[src/rtl/irq_pkg.sv]
package irq_pkg;
   typedef enum logic [1:0] {
      OP_NONE = 2'd0,
      OP_HW   = 2'd1,
      OP_SW   = 2'd2,
      OP_RET  = 2'd3
   } irq_op_e;
endpackage

[src/rtl/irq_decide.sv]
module irq_decide
   import irq_pkg::*;
#(
   parameter int unsigned DATA_W      = 8,
   parameter logic [7:0]  OPC_INT     = 8'h21,
   parameter logic [7:0]  OPC_RET     = 8'h29,
   parameter logic [7:0]  OPC_SET     = 8'h31,
   parameter logic [7:0]  OPC_CLR     = 8'h39,
   parameter bit          ZERO_IGNORE = 1'b0,
   parameter logic [7:0]  ZERO_SUBST  = 8'hFF
) (
   input  logic              boundary,
   input  logic              idle,
   input  logic              ie,
   input  logic              hw_req,
   input  logic [DATA_W-1:0] hw_code,
   input  logic [7:0]        op_byte,
   input  logic [DATA_W-1:0] imm_byte,
   output irq_op_e           op,
   output logic [DATA_W-1:0] code,
   output logic              set_ie,
   output logic              clr_ie
);
   logic              fire;
   logic              hw_ok;
   logic [DATA_W-1:0] hw_eff;

   assign fire = boundary && idle;

   generate
      if (ZERO_IGNORE) begin : g_zero_drop
         assign hw_ok  = hw_req && ie && (hw_code != '0);
         assign hw_eff = hw_code;
      end else begin : g_zero_swap
         assign hw_ok  = hw_req && ie;
         assign hw_eff = (hw_code == '0) ? DATA_W'(ZERO_SUBST) : hw_code;
      end
   endgenerate

   always_comb begin
      op     = OP_NONE;
      code   = '0;
      set_ie = 1'b0;
      clr_ie = 1'b0;
      if (fire) begin
         if (hw_ok) begin
            op   = OP_HW;
            code = hw_eff;
         end else begin
            unique case (op_byte)
               OPC_INT: begin
                  op   = OP_SW;
                  code = imm_byte;
               end
               OPC_RET: op     = OP_RET;
               OPC_SET: set_ie = 1'b1;
               OPC_CLR: clr_ie = 1'b1;
               default: ;
            endcase
         end
      end
   end
endmodule

[src/rtl/irq_shadow.sv]
module irq_shadow #(
   parameter int unsigned PC_W   = 16,
   parameter int unsigned DATA_W = 8,
   parameter int unsigned FLAG_W = 8
) (
   input  logic              clk,
   input  logic              rst_n,
   input  logic              save,
   input  logic [PC_W-1:0]   pc_in,
   input  logic [DATA_W-1:0] acc_in,
   input  logic [FLAG_W-1:0] flg_in,
   output logic [PC_W-1:0]   sh_pc,
   output logic [DATA_W-1:0] sh_acc,
   output logic [FLAG_W-1:0] sh_flg
);
   always_ff @(posedge clk or negedge rst_n) begin
      if (!rst_n) begin
         sh_pc  <= '0;
         sh_acc <= '0;
         sh_flg <= '0;
      end else if (save) begin
         sh_pc  <= pc_in;
         sh_acc <= acc_in;
         sh_flg <= flg_in;
      end
   end

   // the bank only changes on a save request
   a_r9_bank_holds: assert property (@(posedge clk) disable iff (!rst_n)
      !save |=> $stable(sh_pc) && $stable(sh_acc));
endmodule

[src/rtl/irq_timer.sv]
module irq_timer #(
   parameter int unsigned CNT_W = 4
) (
   input  logic             clk,
   input  logic             rst_n,
   input  logic             start,
   input  logic [CNT_W-1:0] len,
   output logic             busy,
   output logic             last
);
   logic [CNT_W-1:0] cnt_q;

   always_ff @(posedge clk or negedge rst_n) begin
      if (!rst_n)          cnt_q <= '0;
      else if (start)      cnt_q <= len;
      else if (cnt_q != 0) cnt_q <= cnt_q - 1'b1;
   end

   assign busy = (cnt_q != '0);
   assign last = (cnt_q == CNT_W'(1));

   a_r4_last_inside_busy: assert property (@(posedge clk) disable iff (!rst_n)
      last |-> busy);
   a_r4_busy_ends_on_last: assert property (@(posedge clk) disable iff (!rst_n)
      $fell(busy) |-> $past(last));
   a_r9_no_restart: assert property (@(posedge clk) disable iff (!rst_n)
      busy |-> !start);
endmodule

[src/rtl/irq_unit.sv]
module irq_unit
   import irq_pkg::*;
#(
   parameter int unsigned PC_W        = 16,
   parameter int unsigned DATA_W      = 8,
   parameter int unsigned FLAG_W      = 8,
   parameter int unsigned HW_LAT      = 8,
   parameter int unsigned SW_LAT      = 7,
   parameter int unsigned RET_LAT     = 4,
   parameter int unsigned INT_LEN     = 2,
   parameter bit          IE_RESET    = 1'b0,
   parameter bit          ZERO_IGNORE = 1'b0,
   parameter logic [7:0]  ZERO_SUBST  = 8'hFF
) (
   input  logic              clk,
   input  logic              rst_n,
   input  logic              boundary,
   input  logic [7:0]        op_byte,
   input  logic [7:0]        imm_byte,
   input  logic              hw_req,
   input  logic [7:0]        hw_code,
   input  logic [15:0]       cur_pc,
   input  logic [7:0]        cur_acc,
   input  logic [7:0]        cur_flags,
   output logic              ie,
   output logic              busy,
   output logic              wr_en,
   output logic [15:0]       wr_pc,
   output logic [7:0]        wr_acc,
   output logic [7:0]        wr_flags
);
   localparam int unsigned MAX_LAT = (HW_LAT > SW_LAT) ?
                                     ((HW_LAT > RET_LAT) ? HW_LAT : RET_LAT) :
                                     ((SW_LAT > RET_LAT) ? SW_LAT : RET_LAT);
   localparam int unsigned CNT_W   = $clog2(MAX_LAT + 1);

   generate
      if (PC_W != 16 || DATA_W != 8 || FLAG_W != 8) begin : g_bad_width
         $error("irq_unit: port widths are fixed at 16/8/8");
      end
      if (HW_LAT == 0 || SW_LAT == 0 || RET_LAT == 0) begin : g_bad_lat
         $error("irq_unit: every latency must be at least one cycle");
      end
      if (ZERO_SUBST == 8'h00) begin : g_bad_subst
         $error("irq_unit: substitute code must not be the boot code");
      end
   endgenerate

   irq_op_e           op;
   logic [DATA_W-1:0] code;
   logic              set_ie, clr_ie;
   logic              ie_q;
   logic              last;
   logic              entry;
   logic [PC_W-1:0]   save_pc;
   logic [PC_W-1:0]   sh_pc;
   logic [DATA_W-1:0] sh_acc;
   logic [FLAG_W-1:0] sh_flg;
   logic [CNT_W-1:0]  len;

   irq_decide #(
      .DATA_W(DATA_W), .ZERO_IGNORE(ZERO_IGNORE), .ZERO_SUBST(ZERO_SUBST)
   ) i_decide (
      .boundary(boundary), .idle(!busy), .ie(ie_q),
      .hw_req(hw_req), .hw_code(hw_code),
      .op_byte(op_byte), .imm_byte(imm_byte),
      .op(op), .code(code), .set_ie(set_ie), .clr_ie(clr_ie)
   );

   assign entry   = (op == OP_HW) || (op == OP_SW);
   assign save_pc = (op == OP_SW) ? cur_pc + PC_W'(INT_LEN) : cur_pc;

   irq_shadow #(
      .PC_W(PC_W), .DATA_W(DATA_W), .FLAG_W(FLAG_W)
   ) i_shadow (
      .clk(clk), .rst_n(rst_n), .save(entry),
      .pc_in(save_pc), .acc_in(cur_acc), .flg_in(cur_flags),
      .sh_pc(sh_pc), .sh_acc(sh_acc), .sh_flg(sh_flg)
   );

   always_comb begin
      unique case (op)
         OP_HW:   len = CNT_W'(HW_LAT);
         OP_SW:   len = CNT_W'(SW_LAT);
         OP_RET:  len = CNT_W'(RET_LAT);
         default: len = '0;
      endcase
   end

   irq_timer #(.CNT_W(CNT_W)) i_timer (
      .clk(clk), .rst_n(rst_n), .start(op != OP_NONE), .len(len),
      .busy(busy), .last(last)
   );

   always_ff @(posedge clk or negedge rst_n) begin
      if (!rst_n)                    ie_q <= IE_RESET;
      else if (entry || clr_ie)      ie_q <= 1'b0;
      else if (op == OP_RET || set_ie) ie_q <= 1'b1;
   end

   always_ff @(posedge clk or negedge rst_n) begin
      if (!rst_n) begin
         wr_pc    <= '0;
         wr_acc   <= '0;
         wr_flags <= '0;
      end else if (entry) begin
         wr_pc    <= '0;
         wr_acc   <= code;
         wr_flags <= cur_flags;
      end else if (op == OP_RET) begin
         wr_pc    <= sh_pc;
         wr_acc   <= sh_acc;
         wr_flags <= sh_flg;
      end
   end

   assign ie    = ie_q;
   assign wr_en = last;

   a_r6_hw_needs_ie: assert property (@(posedge clk) disable iff (!rst_n)
      (op == OP_HW) |-> ie_q);
   a_r2_entry_clears_ie: assert property (@(posedge clk) disable iff (!rst_n)
      entry |=> !ie_q);
   a_r5_return_sets_ie: assert property (@(posedge clk) disable iff (!rst_n)
      (op == OP_RET) |=> ie_q);
   a_r8_hw_code_nonzero: assert property (@(posedge clk) disable iff (!rst_n)
      (op == OP_HW) |=> (wr_acc != '0) && (wr_pc == '0));
   a_r9_busy_blocks_ops: assert property (@(posedge clk) disable iff (!rst_n)
      busy |-> (op == OP_NONE) && !set_ie && !clr_ie);
endmodule

[config.mk]
export PLATFORM = sky130hd
export DESIGN_NAME = irq_unit
export DESIGN_NICKNAME = d
export VERILOG_FILES = /design/src/rtl/irq_pkg.sv /design/src/rtl/irq_decide.sv /design/src/rtl/irq_shadow.sv /design/src/rtl/irq_timer.sv /design/src/rtl/irq_unit.sv
export SDC_FILE = /design/constraint.sdc
export NUM_CORES = 1
export LEC_CHECK = 0
export BUFFER_PORTS_ARGS = -buffer_cell sky130_fd_sc_hd__clkbuf_2
export CORE_MARGIN = 2
export CORE_UTILIZATION = 45
export DETAILED_ROUTE_END_ITERATION = 6
export PLACE_DENSITY = 0.71
export SYNTH_ARGS = -nofsm -noshare
export SYNTH_HDL_FRONTEND = slang
export SYNTH_SLANG_ARGS = --single-unit
[constraint.sdc]
create_clock -name clk -period 7.3 [get_ports clk]
set_input_delay 1.095 -clock clk [delete_from_list [all_inputs] [get_ports clk]]
set_output_delay 1.095 -clock clk [all_outputs]
set_load 0.1 [all_outputs]
### After elaboration in Yosys (flattened, before gate mapping)

Index checks and enable logic that the tools add are counted.

* flip-flop bits (word level): 69
* bits of input ports: 60
* logic and storage cells: 55

* $add $sub $neg: 2
* eq/ne operators: 8
* mux-type cells: 25
* reductions and logical operators: 12

Operator list (number)
* $mux 8: 8
* $mux 16: 3
* $eq 8x6->1 const B: 4
* $add 16x2->16 const B: 1
* $pmux 4 s3: 1
* $logic_not 8->1: 1
* $mux 1: 8
* $mux 4: 2
* $reduce_bool 2->1: 4
* $eq 2x2->1 const B: 2
* $eq 4x1->1 const B: 1
* $mux 2: 2
* $pmux 2 s2: 1
* $reduce_bool 4->1: 1
* $sub 4x1->4 const B: 1
* $logic_or 1x1->1: 3
* $eq 2x1->1 const B: 1
* $logic_and 1x1->1: 2
* $logic_not 1->1: 1

### Depth between registers and ports, before layout

* word-level depth: 8
* mapped depth: 12
* mapped depth without buffers: 11

### Hierarchy

A second synthesis with hierarchy kept.

* cells, all modules: 327
* area total of the unflattened synthesis: 3763.6 um2

By module, submodules not included
* irq_unit: times used 1, cells an instance 192, area an instance 1861.8 um2
* irq_shadow: times used 1, cells an instance 68, area an instance 1345.0 um2
* irq_decide: times used 1, cells an instance 42, area an instance 287.8 um2
* irq_timer: times used 1, cells an instance 25, area an instance 269.0 um2

### Least setup slack after synthesis

OpenSTA, ideal clock, no wires.

* path type: register to output
* start point: register i_timer.cnt_q[1]
* end point: output port wr_en
* data arrival time: 2.777 ns
* required time: 6.205 ns
* path slack: 3.428 ns
* cell stages (with the launch flop): 4
* path buffers: 0
* path through: dfrtp_1 -> inv_1 -> ha_1 -> nor3b_1

* longest elaborated chain between the ends: 1

RTL lines
* start, declared: line irq_timer.sv:11 `logic [CNT_W-1:0] cnt_q;`
* start signal, assigned: line irq_timer.sv:15 `else if (start) cnt_q <= len;`
* start signal, assigned: line irq_timer.sv:16 `else if (cnt_q != 0) cnt_q <= cnt_q - 1'b1;`
* $eq 4x1->1: line irq_timer.sv:20 `assign last = (cnt_q == CNT_W'(1));`
* end, declared: line irq_unit.sv:27 `output logic wr_en,`

Every way passes these cells.

### Final worst setup path

* start point: input port op_byte[4]
* end point: register wr_acc[0]

* longest elaborated chain between the ends: 7
* elaborated cells on any way between the ends: 14

RTL lines
* start, declared: line irq_unit.sv:18 `input logic [7:0] op_byte,`
* $eq 8x6->1: line irq_decide.sv:50 `unique case (op_byte)`
* $pmux 2 s2 (*): line irq_decide.sv:50
* $mux 2 (*): line irq_decide.sv:46 `if (hw_ok) begin`
* $mux 2 (*): line irq_decide.sv:45 `if (fire) begin`
* $eq 2x1->1 / $eq 2x2->1 (equally long branches): line irq_unit.sv:70 `assign entry = (op == OP_HW) || (op == OP_SW);`
* $logic_or 1x1->1 (*): line irq_unit.sv:70
* net entry: line irq_unit.sv:54 `logic entry;`
* $mux 8 / $reduce_bool 2->1 (equally long branches)
* end signal, assigned: line irq_unit.sv:108 `wr_acc <= code;`
* end, declared: line irq_unit.sv:29 `output logic [7:0] wr_acc,`

Mark *: on every way through the listed nets, which the timed path passes. The rest lies on a longest branch.
A chain may end at the register's enable or synchronous reset.

==> metrics.txt <==
status completed; Avg Inst Size Synth 10.4 µm²; 1st-pass router iterations 4; Mapped Nets 388; Max Cap Viol 0; clock skew 0.00832 ns; Core Box Area 7180 µm²; initial antenna violation count 0; post-route minimum period 3.63 ns; count of unique library cells instantiated by Yosys 37; final core utilization 0.564; crit share post-route 0.497; clock transition at the registers of the reported paths 0.07 ns; Placer Congestion 0.814; Starting Density 0.461; final setup vio count 0; Worst-Skew Late Latency 0.33 ns; Row Count 31; DP Wirelength 4940 µm; Clock Sinks 69; FMAX 276 MHz; Vias 2590; relative max-transition margin 0.356; cells after synthesis 318; share of layout cells above drive strength 1 0.350; CTS tree built; sequential area share after synthesis 0.522; antenna cells 0; Overflow after GRT 0; Slew Limit Fails 0; first-pass GRT wire length 11400 µm; kind of end point of the critical path register; endpoints failing hold 0; Yosys warnings 0; FF-to-FF Start i_timer.cnt_q[0]$_DFFE_PN0P_; Max H-tree Level 3; Top Ports 95; number of routed nets with antenna violations 0; register-to-register setup slack 4.03 ns; Post-Syn Area 3310 µm²; Routed WL per cell 13.3 µm; clock tree root buffer cell clkbuf_8; DRC viols 0; critical path's slowest cell ha_2; critical path class in2reg; CP startpoint kind input pin; Max clock buf depth 2; Placed Area 3850 µm²; Post-CTS Setup Inserts 0; worst-path cell chain clkbuf_2, nor4b_2, nand4_1, a21o_1, ha_2, inv_2, or3_1, o31ai_2; Die Y 89.7 µm; area of the die 8050 µm²; number of CTS-inserted buffers 9; Req. time, crit path 7.54 ns; Critical Path End wr_acc[0]$_DFFE_PN0P_; Power per Cell Area 231 nW/µm²; initial detailed-routing violation count 121; total track usage 0.175; die width 89.7 µm; number of nets in the layout 479; Max VDD drop 0.158 mV; Critical Path Fanout Max 33; Hold WC Path Type reg2reg; post-route cell area 4050 µm²; CP Launch Point op_byte[4]; final setup TNS 0 ns; CTS hold repair buffers 0; pin count of the biggest net entering global routing 70; Synth Register Bits 69; Critical Path AT 3.87 ns; RR Endpoint wr_acc[0]$_DFFE_PN0P_; Synth-to-Final Area Change 22.5%; vias per inst 5.05; Crit path largest cell delay 0.64 ns; Port Buf Inserts 94; CTS resizes 0; LEAKAGE 1.99 nW; Worst-Margin Slew 0.966 ns; number of global-route vias before repair 2534; RSZ-0062 raised after global routing no; routed wire length 6810 µm; Worst R2R Path Depth 9
==> cell families after synthesis <==
logic type,after synthesis,synth area share
fa+ha+maj,10,0.0378
mux,19,0.0643
xor+xnor,16,0.0424
buf+inv,23,0.0284
flops,69,0.522
simple gates,118,0.185
compound gates,63,0.120
==> cell type report <==
class                           instances  area, µm²
Timing Repair Buffer                   95        478
Inverter                                8       30.0
Multi-Input combinational cell        226       1490
Clock buffer                           13        159
Clock inverter                          3       43.8
Fill cell                             645       3130
Tap cell                               99        124
Sequential cell                        69       1730
==> cell usage in the layout (no fill, tap or decap), types with 2 or more instances in the layout <==
master	netlist	layout
clkbuf_2	0	93
dfrtp_1	69	69
nand2_1	57	57
o21ai_0	32	32
nor2_1	19	19
mux2_2	18	18
a21oi_1	18	18
xnor2_1	12	12
clkbuf_8	0	11
ha_1	10	9
nand2b_1	8	8
o31ai_2	8	8
inv_1	7	7
nand4_1	5	5
nor3_1	5	5
nand3_1	5	5
xor2_1	4	4
nor4_1	4	4
or3_1	3	3
and4_1	2	2
or4_4	2	2
clkbuf_1	11	2
==> worst max-delay path, delay by kind of cell <==
| family | cells | cell delay, ns |
|---|---|---|
| buf+inv | 2 | 0.43 |
| compound gates | 2 | 0.56 |
| simple gates | 3 | 1.13 |
| fa+ha+maj | 1 | 0.64 |
==> worst min-delay path by stage <==
stage	endpoint	startpoint	slack (ns)	depth (start not counted)
final	i_shadow.sh_pc[0]$_DFFE_PN0P_	i_shadow.sh_pc[0]$_DFFE_PN0P_	0.47	2
after floorplan	i_shadow.sh_pc[0]$_DFFE_PN0P_	i_shadow.sh_pc[0]$_DFFE_PN0P_	0.43	2
after CTS	i_shadow.sh_pc[0]$_DFFE_PN0P_	i_shadow.sh_pc[0]$_DFFE_PN0P_	0.48	2
after detailed placement	i_shadow.sh_pc[0]$_DFFE_PN0P_	i_shadow.sh_pc[0]$_DFFE_PN0P_	0.46	2
after global routing	i_shadow.sh_acc[1]$_DFFE_PN0P_	i_shadow.sh_acc[1]$_DFFE_PN0P_	0.50	2
after global placement	i_shadow.sh_pc[0]$_DFFE_PN0P_	i_shadow.sh_pc[0]$_DFFE_PN0P_	0.46	2
==> registers in the layout (all words and copies together), names as in the netlist <==
register	count
i_timer.cnt_q	4
i_shadow.sh_acc	8
wr_pc	16
i_shadow.sh_flg	8
i_shadow.sh_pc	16
wr_acc	8
ie	1
wr_flags	8
==> stage by stage <==
step                setup WS [ns]  hold slack [ns]  total power, mW  std cells
finish                       3.67            0.470            0.938        513
global route                 3.47            0.500            0.994        513
CTS                          3.64            0.475            0.949        513
detailed placement           3.27            0.456            0.634        497
global placement             3.40            0.456            0.629        497
floorplan                    3.43            0.431            0.579        318
==> power by group <==
part | switching, mW | internal [mW]
clock | 0.136 | 0.177
combinational | 0.114 | 0.0740
sequential | 0.0196 | 0.417
total | 0.270 | 0.668
==> Yosys cell counts <==
cell	n	area [µm²]
and4_1	2	17.5
nor4b_2	1	15.0
nor4_1	4	25.0
nand4_1	5	31.3
or3_1	3	18.8
o21ai_4	1	16.3
o31ai_2	8	100
nor3_1	5	25.0
mux2i_1	1	10.0
or4_4	2	22.5
nor3b_4	1	18.8
a21oi_1	18	90.1
nand3_1	5	25.0
o31a_1	1	8.76
xor2_1	4	35.0
buf_2	3	15.0
and2_1	1	6.26
ha_1	10	125
nand4bb_4	1	27.5
clkbuf_1	11	41.3
mux2_2	18	203
xnor2_1	12	105
or3b_4	1	11.3
nand2b_1	8	50.1
o21ai_1	1	5.00
inv_1	7	26.3
dfrtp_1	69	1730
o21ai_0	32	160
nor3b_1	1	7.51
nand4bb_1	1	11.3
nor3b_2	1	12.5
a21o_1	1	7.51
nand2_1	57	214
nor2_1	19	71.3
buf_4	1	7.51
o311a_1	1	10.0
inv_2	1	3.75
==> metal layers <==
metal  global-route usage  wire length [µm]
met1                0.230              3090
met2                0.278              3280
met3               0.0436               342
met5                    0                 0
met4               0.0756                97
No activity file was read; power rests on OpenSTA's default activity.
